File: src/rtl/spi_lane_shifter.sv
`timescale 1ns/1ps
module spi_lane_shifter #(
  parameter int DW   = 16,
  parameter int DIVW = 8,
  parameter int FLW  = 6,
  localparam int LW  = $clog2(DW),
  localparam int FCW = FLW + LW + 1
) (
  input  logic            clk,
  input  logic            rst_n,
  input  logic [1:0]      lane_mode,
  input  logic            frame_fixed,
  input  logic [FLW-1:0]  frame_len,
  input  logic [DIVW-1:0] clk_div,
  input  logic            gate_en,
  input  logic            trig_in,
  input  logic            tx_valid,
  input  logic [DW-1:0]   tx_data,
  input  logic [LW-1:0]   tx_len,
  input  logic            tx_eof,
  output logic            tx_ready,
  output logic            sclk,
  output logic            cs_n,
  output logic [3:0]      mosi,
  input  logic [3:0]      miso,
  input  logic            rx_rd,
  input  logic            dbg_rd,
  output logic [DW-1:0]   rd_data,
  output logic            rx_valid,
  output logic            ev_tx_shift,
  output logic            ev_tx_buf,
  output logic            ev_rx,
  output logic            ev_rx_start,
  output logic            ev_rx_alt,
  output logic            ev_data_lost
);

  logic            tb_full, tb_eof;
  logic [DW-1:0]   tb_data;
  logic [LW-1:0]   tb_len;
  logic            wact, sclk_q, cs_q, gap, first_w, w_eof, rv;
  logic [DIVW-1:0] div_cnt;
  logic [DW-1:0]   sh_tx, sh_rx, rbuf, rd_q, rx_word;
  logic [1:0]      lsh_q, lsh_n;
  logic [2:0]      lanes_q;
  logic [LW:0]     wlen_q, pad_q, steps_left;
  logic [LW:0]     wlen_n, steps_n, pad_n, shamt_n;
  logic [FCW-1:0]  fcnt, fsum;
  logic [3:0]      g_in, g_out;
  logic            tick, load, rise, fall, done, fend;

  assign tick    = (div_cnt == clk_div);
  assign load    = !wact && !gap && tb_full && (!gate_en || trig_in);
  assign rise    = wact && tick && !sclk_q;
  assign fall    = wact && tick && sclk_q;
  assign done    = fall && (steps_left == (LW+1)'(1));
  assign lanes_q = 3'd1 << lsh_q;

  assign wlen_n  = {1'b0, tb_len} + (LW+1)'(1);
  assign steps_n = (wlen_n + ((LW+1)'(1) << lsh_n) - (LW+1)'(1)) >> lsh_n;
  assign pad_n   = (steps_n << lsh_n) - wlen_n;
  assign shamt_n = (LW+1)'(DW) - wlen_n;
  assign fsum    = fcnt + FCW'(wlen_q);
  assign fend    = frame_fixed ? (fsum >= FCW'(frame_len)) : w_eof;
  assign rx_word = sh_rx >> pad_q;

  always_comb begin
    case (lane_mode)
      2'd1:    lsh_n = 2'd1;
      2'd2:    lsh_n = 2'd2;
      default: lsh_n = 2'd0;
    endcase
  end

  always_comb begin
    case (lsh_q)
      2'd1: begin
        g_in  = {2'b00, miso[1:0]};
        g_out = {2'b00, sh_tx[DW-1 -: 2]};
      end
      2'd2: begin
        g_in  = miso;
        g_out = sh_tx[DW-1 -: 4];
      end
      default: begin
        g_in  = {3'b000, miso[0]};
        g_out = {3'b000, sh_tx[DW-1]};
      end
    endcase
  end

  assign mosi     = wact ? g_out : 4'b0000;
  assign sclk     = sclk_q;
  assign cs_n     = cs_q;
  assign tx_ready = !tb_full;
  assign rx_valid = rv;
  assign rd_data  = rd_q;

  always_ff @(posedge clk or negedge rst_n) begin
    if (!rst_n)
      div_cnt <= '0;
    else if (load || tick || !(wact || gap))
      div_cnt <= '0;
    else
      div_cnt <= div_cnt + 1'b1;
  end

  always_ff @(posedge clk or negedge rst_n) begin
    if (!rst_n) begin
      tb_full <= 1'b0;
      tb_eof  <= 1'b0;
      tb_data <= '0;
      tb_len  <= '0;
    end else if (load) begin
      tb_full <= 1'b0;
    end else if (tx_valid && !tb_full) begin
      tb_full <= 1'b1;
      tb_data <= tx_data;
      tb_len  <= tx_len;
      tb_eof  <= tx_eof;
    end
  end

  always_ff @(posedge clk or negedge rst_n) begin
    if (!rst_n) begin
      wact        <= 1'b0;
      sclk_q      <= 1'b0;
      cs_q        <= 1'b1;
      gap         <= 1'b0;
      first_w     <= 1'b1;
      w_eof       <= 1'b0;
      sh_tx       <= '0;
      sh_rx       <= '0;
      lsh_q       <= '0;
      wlen_q      <= '0;
      pad_q       <= '0;
      steps_left  <= '0;
      fcnt        <= '0;
      ev_tx_shift <= 1'b0;
      ev_tx_buf   <= 1'b0;
      ev_rx_start <= 1'b0;
    end else begin
      ev_tx_shift <= 1'b0;
      ev_tx_buf   <= 1'b0;
      ev_rx_start <= 1'b0;
      if (gap && tick && !wact)
        gap <= 1'b0;
      if (load) begin
        wact        <= 1'b1;
        cs_q        <= 1'b0;
        sh_tx       <= tb_data << shamt_n;
        sh_rx       <= '0;
        lsh_q       <= lsh_n;
        wlen_q      <= wlen_n;
        pad_q       <= pad_n;
        steps_left  <= steps_n;
        w_eof       <= tb_eof;
        ev_tx_buf   <= 1'b1;
        ev_rx_start <= 1'b1;
      end else if (rise) begin
        sclk_q <= 1'b1;
        sh_rx  <= (sh_rx << lanes_q) | DW'(g_in);
      end else if (fall) begin
        sclk_q <= 1'b0;
        if (done) begin
          wact        <= 1'b0;
          sh_tx       <= '0;
          ev_tx_shift <= 1'b1;
          if (fend) begin
            cs_q    <= 1'b1;
            gap     <= 1'b1;
            fcnt    <= '0;
            first_w <= 1'b1;
          end else begin
            fcnt    <= fsum;
            first_w <= 1'b0;
          end
        end else begin
          steps_left <= steps_left - 1'b1;
          sh_tx      <= sh_tx << lanes_q;
        end
      end
    end
  end

  always_ff @(posedge clk or negedge rst_n) begin
    if (!rst_n) begin
      rbuf         <= '0;
      rv           <= 1'b0;
      rd_q         <= '0;
      ev_rx        <= 1'b0;
      ev_rx_alt    <= 1'b0;
      ev_data_lost <= 1'b0;
    end else begin
      ev_rx        <= done && !first_w;
      ev_rx_alt    <= done && first_w;
      ev_data_lost <= done && rv && !rx_rd;
      if (rx_rd || dbg_rd)
        rd_q <= rbuf;
      if (done) begin
        rbuf <= rx_word;
        rv   <= 1'b1;
      end else if (rx_rd) begin
        rv   <= 1'b0;
      end
    end
  end

  AST_SCLK_IDLE: assert property (@(posedge clk) disable iff (!rst_n)
    cs_n |-> !sclk);
  AST_MOSI_HOLD: assert property (@(posedge clk) disable iff (!rst_n)
    (sclk && $past(sclk)) |-> $stable(mosi));
  AST_GATED_START: assert property (@(posedge clk) disable iff (!rst_n)
    ev_rx_start |-> $past(!gate_en || trig_in));
  AST_TXBUF_EMPTY: assert property (@(posedge clk) disable iff (!rst_n)
    ev_tx_buf |-> tx_ready);
  AST_RX_EXCL: assert property (@(posedge clk) disable iff (!rst_n)
    !(ev_rx && ev_rx_alt));
  AST_LOST_VALID: assert property (@(posedge clk) disable iff (!rst_n)
    ev_data_lost |-> (rx_valid && $past(rx_valid)));
  AST_DBG_KEEPS: assert property (@(posedge clk) disable iff (!rst_n)
    ($past(dbg_rd) && !$past(rx_rd) && $past(rx_valid)) |-> rx_valid);

endmodule

File: config.mk
export PLATFORM = sky130hd
export DESIGN_NAME = spi_lane_shifter
export DESIGN_NICKNAME = d
export VERILOG_FILES = /design/src/rtl/spi_lane_shifter.sv
export SDC_FILE = /design/constraint.sdc
export NUM_CORES = 1
export LEC_CHECK = 0
export CORE_ASPECT_RATIO = 0.9
export CORE_MARGIN = 10
export CORE_UTILIZATION = 53
export DETAILED_ROUTE_END_ITERATION = 6
export PLACE_DENSITY = 0.77
export RECOVER_POWER = 25
export SLEW_MARGIN = 20
export SYNTH_ARGS = -nofsm -noshare
export SYNTH_HDL_FRONTEND = slang
export SYNTH_SLANG_ARGS = --single-unit
File: constraint.sdc
create_clock -name clk -period 3.2 [get_ports clk]
set_clock_uncertainty 0.1 [all_clocks]
set_input_delay 0.64 -clock clk [delete_from_list [all_inputs] [get_ports clk]]
set_output_delay 0.64 -clock clk [all_outputs]
set_load 0.01 [all_outputs]
==> results of run 1 <==
## layout make-up
cell class | count | area [um2]
Clock buffer | 20 | 466.7
Clock inverter | 11 | 150.1
Timing Repair Buffer | 129 | 1161
Inverter | 50 | 187.7
Multi-Input combinational cell | 643 | 5056
Tap cell | 207 | 259.0
Sequential cell | 134 | 3356
Fill cell | 1258 | 5549
## cells by family after synthesis
family                   count (synthesis)  share of synthesized area, %
AND/OR/NAND/NOR                        257                         14.25
AO/OA/AOI/OAI                          186                         13.37
flip-flops                             134                         38.18
multiplexers                           133                         20.37
buffers and inverters                  113                         5.295
adder cells (fa/ha/maj)                 34                         5.096
XOR/XNOR                                33                         3.445
## layer usage
metal / vias up / global-route usage [%] / part of all wire [%]
met5: - / 0 / 0
met1: 3423 / 24.50 / 44
met3: 32 / 4.956 / 5.3
met4: 0 / 5.118 / 1.8
li1: 3405 / - / -
met2: 205 / 30.59 / 49
## Yosys cell counts, types with 29 or more instances
| library cell | count | share of area (%) |
|---|---|---|
| dfrtp_1 | 132 | 38 |
| nand2_1 | 72 | 3.1 |
| o21ai_0 | 62 | 3.5 |
| nor2_1 | 58 | 2.5 |
| mux2i_1 | 54 | 6.1 |
| inv_1 | 48 | 2.0 |
| mux2_2 | 47 | 6.0 |
| a21oi_1 | 40 | 2.3 |
| nand3_1 | 36 | 2.0 |
| clkbuf_1 | 33 | 1.4 |
| mux4_2 | 32 | 8.2 |
| ha_1 | 31 | 4.4 |
| nor3_1 | 29 | 1.7 |
## path summary, 6_finish.rpt
kind	from	to	cells past startpoint
max in group asynchronous	rst_n	tb_len[2]	2
worst min-delay path	rbuf[12]	rbuf[12]	2
worst max register to register	wlen_q[2]	fcnt[10]	11
worst max-delay path	wlen_q[2]	fcnt[10]	11
worst min register to register	rbuf[12]	rbuf[12]	2
min in group asynchronous	rst_n	rd_data[4]	1
## worst register-to-register path, delay by kind of cell, from the launching register on
kind / cells / cell delay (ns)
fa+ha+maj: 2 / 0.63
flops: 1 / 0.39
compound gates: 6 / 1.36
simple gates: 1 / 0.20
xor+xnor: 1 / 0.16
buf+inv: 1 / 0.20
## repair_timing
action / CTS / global route
buffers inserted: 2 / 4
pin swaps: 2 / 11
gates resized for setup: 3 / 21
setup endpoints to repair: 2 / 15
## sequential cells by signal, summed over array words and instances (netlist names), 2 cells and up
signal	cells
rbuf	16
steps_left	5
tb_data	16
tb_len	4
sh_tx	16
rd_data	16
fcnt	11
wlen_q	5
pad_q	5
lsh_q	2
sh_rx	16
div_cnt	8
## power groups by stage
stage	Combinational, mW	Sequential [mW]	Clock, mW
floorplan	3.56	2.35	0
global placement	4.47	2.54	0
detailed placement	4.62	2.56	0
CTS	4.68	2.54	2.05
global route	5.47	2.61	2.14
finish	4.97	2.55	2.02
## stage by stage
stage	std cells	area (um2)	setup WS, ns
6_report	1194	10640	0.06913
5_1_grt	1194	10640	-0.09896
4_1_cts	1190	10560	0.01585
3_5_place_dp	1157	9917	-0.4095
3_3_place_gp	1157	9917	-0.3249
2_1_floorplan	890	8808	0.001099
==> reports/qor.csv, run 1 <==
stage;metric;value;unit
finish;utilization;65.72;%
routing;detail-route-antenna-nets;0;
power;power_frac_comb;52.1;%
routing;firstDrtPassIters;6;
routing;via_count;7065;
global_routing;grt_pass1_wl;34670;um
power;p_sw_share;38.56;%
synth;synthesis.area;8790;um2
routing;drc;0;
worst_setup_path;crit_chain;ha_1 > o21ai_1 > o21bai_1 > a21oi_2 > xnor2_1 > ha_1 > o21ai_1 > o2111ai_2 > o31a_1 > buf_4 > nor3_1;
floorplanning;die_area;22140;um2
sta;tightest_slew;1.412;ns
worst_setup_path;reg2reg_slack;0.07;ns
clock_tree;clk_latency;0.42;ns
sta;hold_viol;0;
outcome;outcome;complete, no violations;
synth;ys_ff_latch;134;
synth;synth_enable_flop_cells;0;
sta;slew_headroom;5.840;%
worst_setup_path;critPathArrivalTime;3.35;ns
finish;final_cell_mix;dfrtp_1, clkdlybuf4s50_1, nand2_1;
global_routing;grt_pass1_vias;6948;
floorplanning;die_x;155.7;um
finish;layout_commonest_cell;dfrtp_1;
clock_tree;numCtsBuffers;17;
clock_tree;htree_num_levels;4;
worst_setup_path;worst-setup-path-type;reg -> reg;
clock_tree;cts.clk_slew.worst_paths;0.06;ns
clock_tree;clk_path_buf_depth;2;
sta;post-route-min-period;3.131;ns
floorplanning;coreArea;16190;um2
worst_hold_path;hold_path_class;reg -> reg;
synth;synth_ff_type;dfrtp_1;
clock_tree;clk_root_buffer_cell;clkbuf_16;
power;p_per_area;897.6;nW/um2
finish;antenna_cells;0;
power;p_total;9.547;mW
power;power_frac_clock;21.2;%
worst_setup_path;critPathMaxFanout;7;
sta;setup_viol;0;
place;gp_congestion;0.9168;
worst_setup_path;crit_buf_inv;1;
flow_run;maxCapViolations;0;
global_routing;grt_util_all_layers;18.87;%
global_routing;grt_start_max_net_pins;58;
floorplanning;die_h;142.2;um
routing;drtIter0Drc;532;
synth;avgSynthCellArea;9.876;um2
finish;fin_nets;1058;
place;dpl.hpwl;14940;um
synth;syn_inst;890;
place;portBuffers;78;
power;intPower;5.866;mW
routing;vias_per_cell;5.917;
clock_tree;cts.sinks;134;
routing;routedWlPerCell;17.54;um
floorplanning;start_util;54.31;%
worst_setup_path;max_stage_delay;0.41;ns
synth;async_flop_share;100.0;%
global_routing;grt.overflow.total;0;
sta;tns;0;ns
worst_setup_path;required;3.42;ns
synth;yosys_warnings;0;
finish;area_growth;21.01;%
global_routing;antenna_found_initial;0;
sta;period_share;97.84;%
finish;drive_above_1_share;19.66;%
worst_setup_path;path_delay_family;compound AO/OA/AOI/OAI gates;
routing;wirelength;20950;um
power;seq_power_share;26.7;%
worst_setup_path;startpoint_type;flop;
floorplanning;ios;79;
synth;ys_types;69;
sta;hold_slack;0.3598;ns
worst_setup_path;endpoint_kind;flop;
power;power.leakage;4.583;nW
power;power.switching;3.681;mW
clock_tree;cts_tree;yes;
sta;maxSlewViolCount;0;
synth;yosysSeqAreaShare;38.18;%
synth;syn_nets;973;
worst_setup_path;crit_slowest_cell;o31a_1;
floorplanning;rows;44;
clock_tree;holdBufCountCts;0;
sta;fmax;0.3194;GHz
power;irDropWorstVdd;0.0006765;V
No activity file was read; power rests on OpenSTA's default activity.
==> inputs of run 2 (changes only) <==
CORE_ASPECT_RATIO = 1.75   (was 0.9)
==> run 2 against run 1 <==
Compared with the run above:
- the run now ends with max-capacitance violations, max-slew violations left
- cell area up 1.0%
- flip-flop and latch count unchanged
- power up 0.22%
- clock power up 4%
- largest power group unchanged
==> reports/qor.csv, run 2 (synthesized netlist as in run 1, its figures left out) <==
stage;metric;value;unit;change
finish;area_growth;22.24;%;was 21.01%
worst_setup_path;required;2.46;ns;was 3.42 ns
worst_setup_path;worst-setup-path-type;reg -> out;;was reg -> reg
flow_run;maxCapViolations;1;;was 0
global_routing;grt_util_all_layers;19.76;%;was 18.87%
sta;tightest_slew;1.720;ns;was 1.412 ns
sta;maxSlewViolCount;70;;was 0
sta;post-route-min-period;3.081;ns;was 3.131 ns
floorplanning;rows;62;;was 44
power;power.switching;3.746;mW;was 3.681 mW
worst_setup_path;reg2reg_slack;0.13;ns;was 0.07 ns
power;power_frac_comb;51.3;%;was 52.1%
clock_tree;clk_path_buf_depth;2;;unchanged
global_routing;antenna_found_initial;0;;unchanged
clock_tree;cts.sinks;134;;unchanged
global_routing;grt_start_max_net_pins;70;;was 58
finish;layout_commonest_cell;dfrtp_1;;unchanged
clock_tree;cts.clk_slew.worst_paths;0.06;ns;about the same
worst_setup_path;worst_r2r_endpoint;pad_q[4];;was fcnt[10]
clock_tree;holdBufCountCts;0;;unchanged
floorplanning;coreArea;16370;um2;was 16190 um2
finish;fin_nets;1069;;was 1058
outcome;failed_checks;max-capacitance violations, max-slew violations;;
finish;antenna_cells;0;;unchanged
worst_setup_path;worstReg2RegStart;tb_len[0];;was wlen_q[2]
power;irDropWorstVdd;0.001381;V;was 0.0006765 V
place;dpl.hpwl;16000;um;was 14940 um
power;intPower;5.822;mW;was 5.866 mW
worst_setup_path;reg2reg_depth;13;;was 11
sta;setup_viol;0;;unchanged
global_routing;grt.overflow.total;0;;unchanged
power;p_per_area;890.5;nW/um2;was 897.6 nW/um2
sta;period_share;96.29;%;was 97.84%
power;seq_power_share;26.6;%;was 26.7%
finish;drive_above_1_share;20.12;%;was 19.66%
routing;drc;0;;unchanged
floorplanning;die_h;190.4;um;was 142.2 um
routing;routedWlPerCell;17.64;um;was 17.54 um
floorplanning;die_area;22340;um2;was 22140 um2
power;power.leakage;4.653;nW;was 4.583 nW
sta;hold_viol;0;;unchanged
routing;drtIter0Drc;538;;was 532
finish;final_cells;1223;;was 1194
floorplanning;ios;79;;unchanged
worst_setup_path;critPathMaxFanout;6;;was 7
routing;detail-route-antenna-nets;0;;unchanged
clock_tree;clk_latency;0.42;ns;about the same
finish;fillCellCount;1261;;was 1258
place;post-place-cells;1186;;was 1157
floorplanning;start_util;53.70;%;was 54.31%
power;power_frac_clock;22.0;%;was 21.2%
routing;wirelength;21580;um;was 20950 um
clock_tree;numCtsBuffers;17;;unchanged
global_routing;grt_pass1_vias;7645;;was 6948
clock_tree;cts_tree;yes;;unchanged
worst_setup_path;crit_path_end;mosi[0];;was fcnt[10]
floorplanning;die_x;117.4;um;was 155.7 um
routing;vias_per_cell;5.888;;was 5.917
worst_hold_path;hold_path_class;reg -> reg;;unchanged
sta;rsz0062_at_grt;no;;
place;gp_congestion;0.9088;;was 0.9168
routing;via_count;7201;;was 7065
outcome;outcome;finished with violations;;was complete, no violations
place;dpl_cell_area;10030;um2;was 9917 um2
worst_setup_path;endpoint_kind;output port;;was flop
worst_setup_path;startpoint_type;flop;;unchanged
worst_setup_path;critPathLaunch;lsh_q[1];;was wlen_q[2]
sta;slew_headroom;-14.68;%;was 5.840%
routing;firstDrtPassIters;5;;was 6
clock_tree;clk_root_buffer_cell;clkbuf_16;;unchanged
finish;final_cell_area;10740;um2;was 10640 um2
global_routing;grt_pass1_wl;36920;um;was 34670 um
power;p_sw_share;39.15;%;was 38.56%
worst_setup_path;critPathArrivalTime;2.34;ns;was 3.35 ns
finish;final_cell_mix;dfrtp_1, clkdlybuf4s50_1, nand2_1;;unchanged
sta;fmax;0.3245;GHz;was 0.3194 GHz
clock_tree;htree_num_levels;4;;unchanged
place;portBuffers;78;;unchanged
run 2: changes by cell type in the layout (fill, tap and decap cells not counted), moves of 2 or more:
cell / delta
clkbuf_8: -3
ha_2: -2
fa_2: -2
buf_4: +11
clkinvlp_4: -2
clkinv_2: +2
fa_1: +2
inv_6: +2
run 2: what timing repair did:
action	CTS	global route
setup buffers	1	4
gates resized for setup	10	10
endpoints found under the setup margin	9	17
pin swaps	7	6
run 2: power groups by stage:
| stage | Clock [mW] | Combinational [mW] | Sequential [mW] |
|---|---|---|---|
| global route | 2.19 | 5.40 | 2.61 |
| detailed placement | 0 | 4.71 | 2.56 |
| CTS | 2.12 | 4.87 | 2.54 |
| global placement | 0 | 4.57 | 2.55 |
| finish | 2.11 | 4.91 | 2.55 |
| floorplan | 0 | 3.56 | 2.35 |
run 2: area by class of cell:
class	instances	area [um2]	area share, %
clock inverters	15	201.4	1.875
multi-input cells	643	5050	47.00
well taps	224	280.3	2.609
flip-flops and latches	134	3356	31.23
repair buffers	140	1244	11.58
inverters	50	187.7	1.747
clock buffers	17	425.4	3.959
run 2: worst max-delay path, stage by stage, from the launching register on:
cell	delay [ns]
dfrtp_1	0.36
inv_1	0.08
ha_1	0.44
nor2_1	0.09
a211oi_1	0.33
clkdlybuf4s50_1	0.61
run 2: how the worst min path moves through the flow:
stage	start	to	slack, ns	cells past startpoint
2_1_floorplan	rst_n	div_cnt[0]	0.24	0
3_3_place_gp	rbuf[14]	rbuf[14]	0.35	2
3_5_place_dp	rbuf[12]	rbuf[12]	0.36	2
4_1_cts	rst_n	rd_data[0]	0.16	1
5_1_grt	rbuf[13]	rbuf[13]	0.39	2
6_report	rbuf[12]	rbuf[12]	0.36	2
run 2: per-layer routing:
metal | wire length (um) | up-vias | part of all wire [%] | GRT usage, %
li1 | - | 3417 | - | -
met1 | 8131 | 3509 | 38 | 20.75
met2 | 11710 | 211 | 54 | 36.64
met3 | 833 | 64 | 3.9 | 3.202
met4 | 900 | 0 | 4.2 | 10.93
met5 | 0 | - | 0 | 0
run 2: through the flow:
step / total power, mW / util (%) / hold slack [ns] / worst slack (ns) / setup TNS, ns
after CTS: 9.528 / 65.36 / 0.1566 / 0.00002998 / 0
after detailed placement: 7.275 / 61.27 / 0.3565 / -0.4742 / -2.681
final: 9.568 / 65.64 / 0.3645 / 0.1186 / 0
after floorplan: 5.906 / - / 0.2444 / 0.001099 / 0
after global placement: 7.124 / 61.27 / 0.3521 / -0.3079 / -1.481
after global routing: 10.20 / 65.64 / 0.3904 / 0.003751 / 0
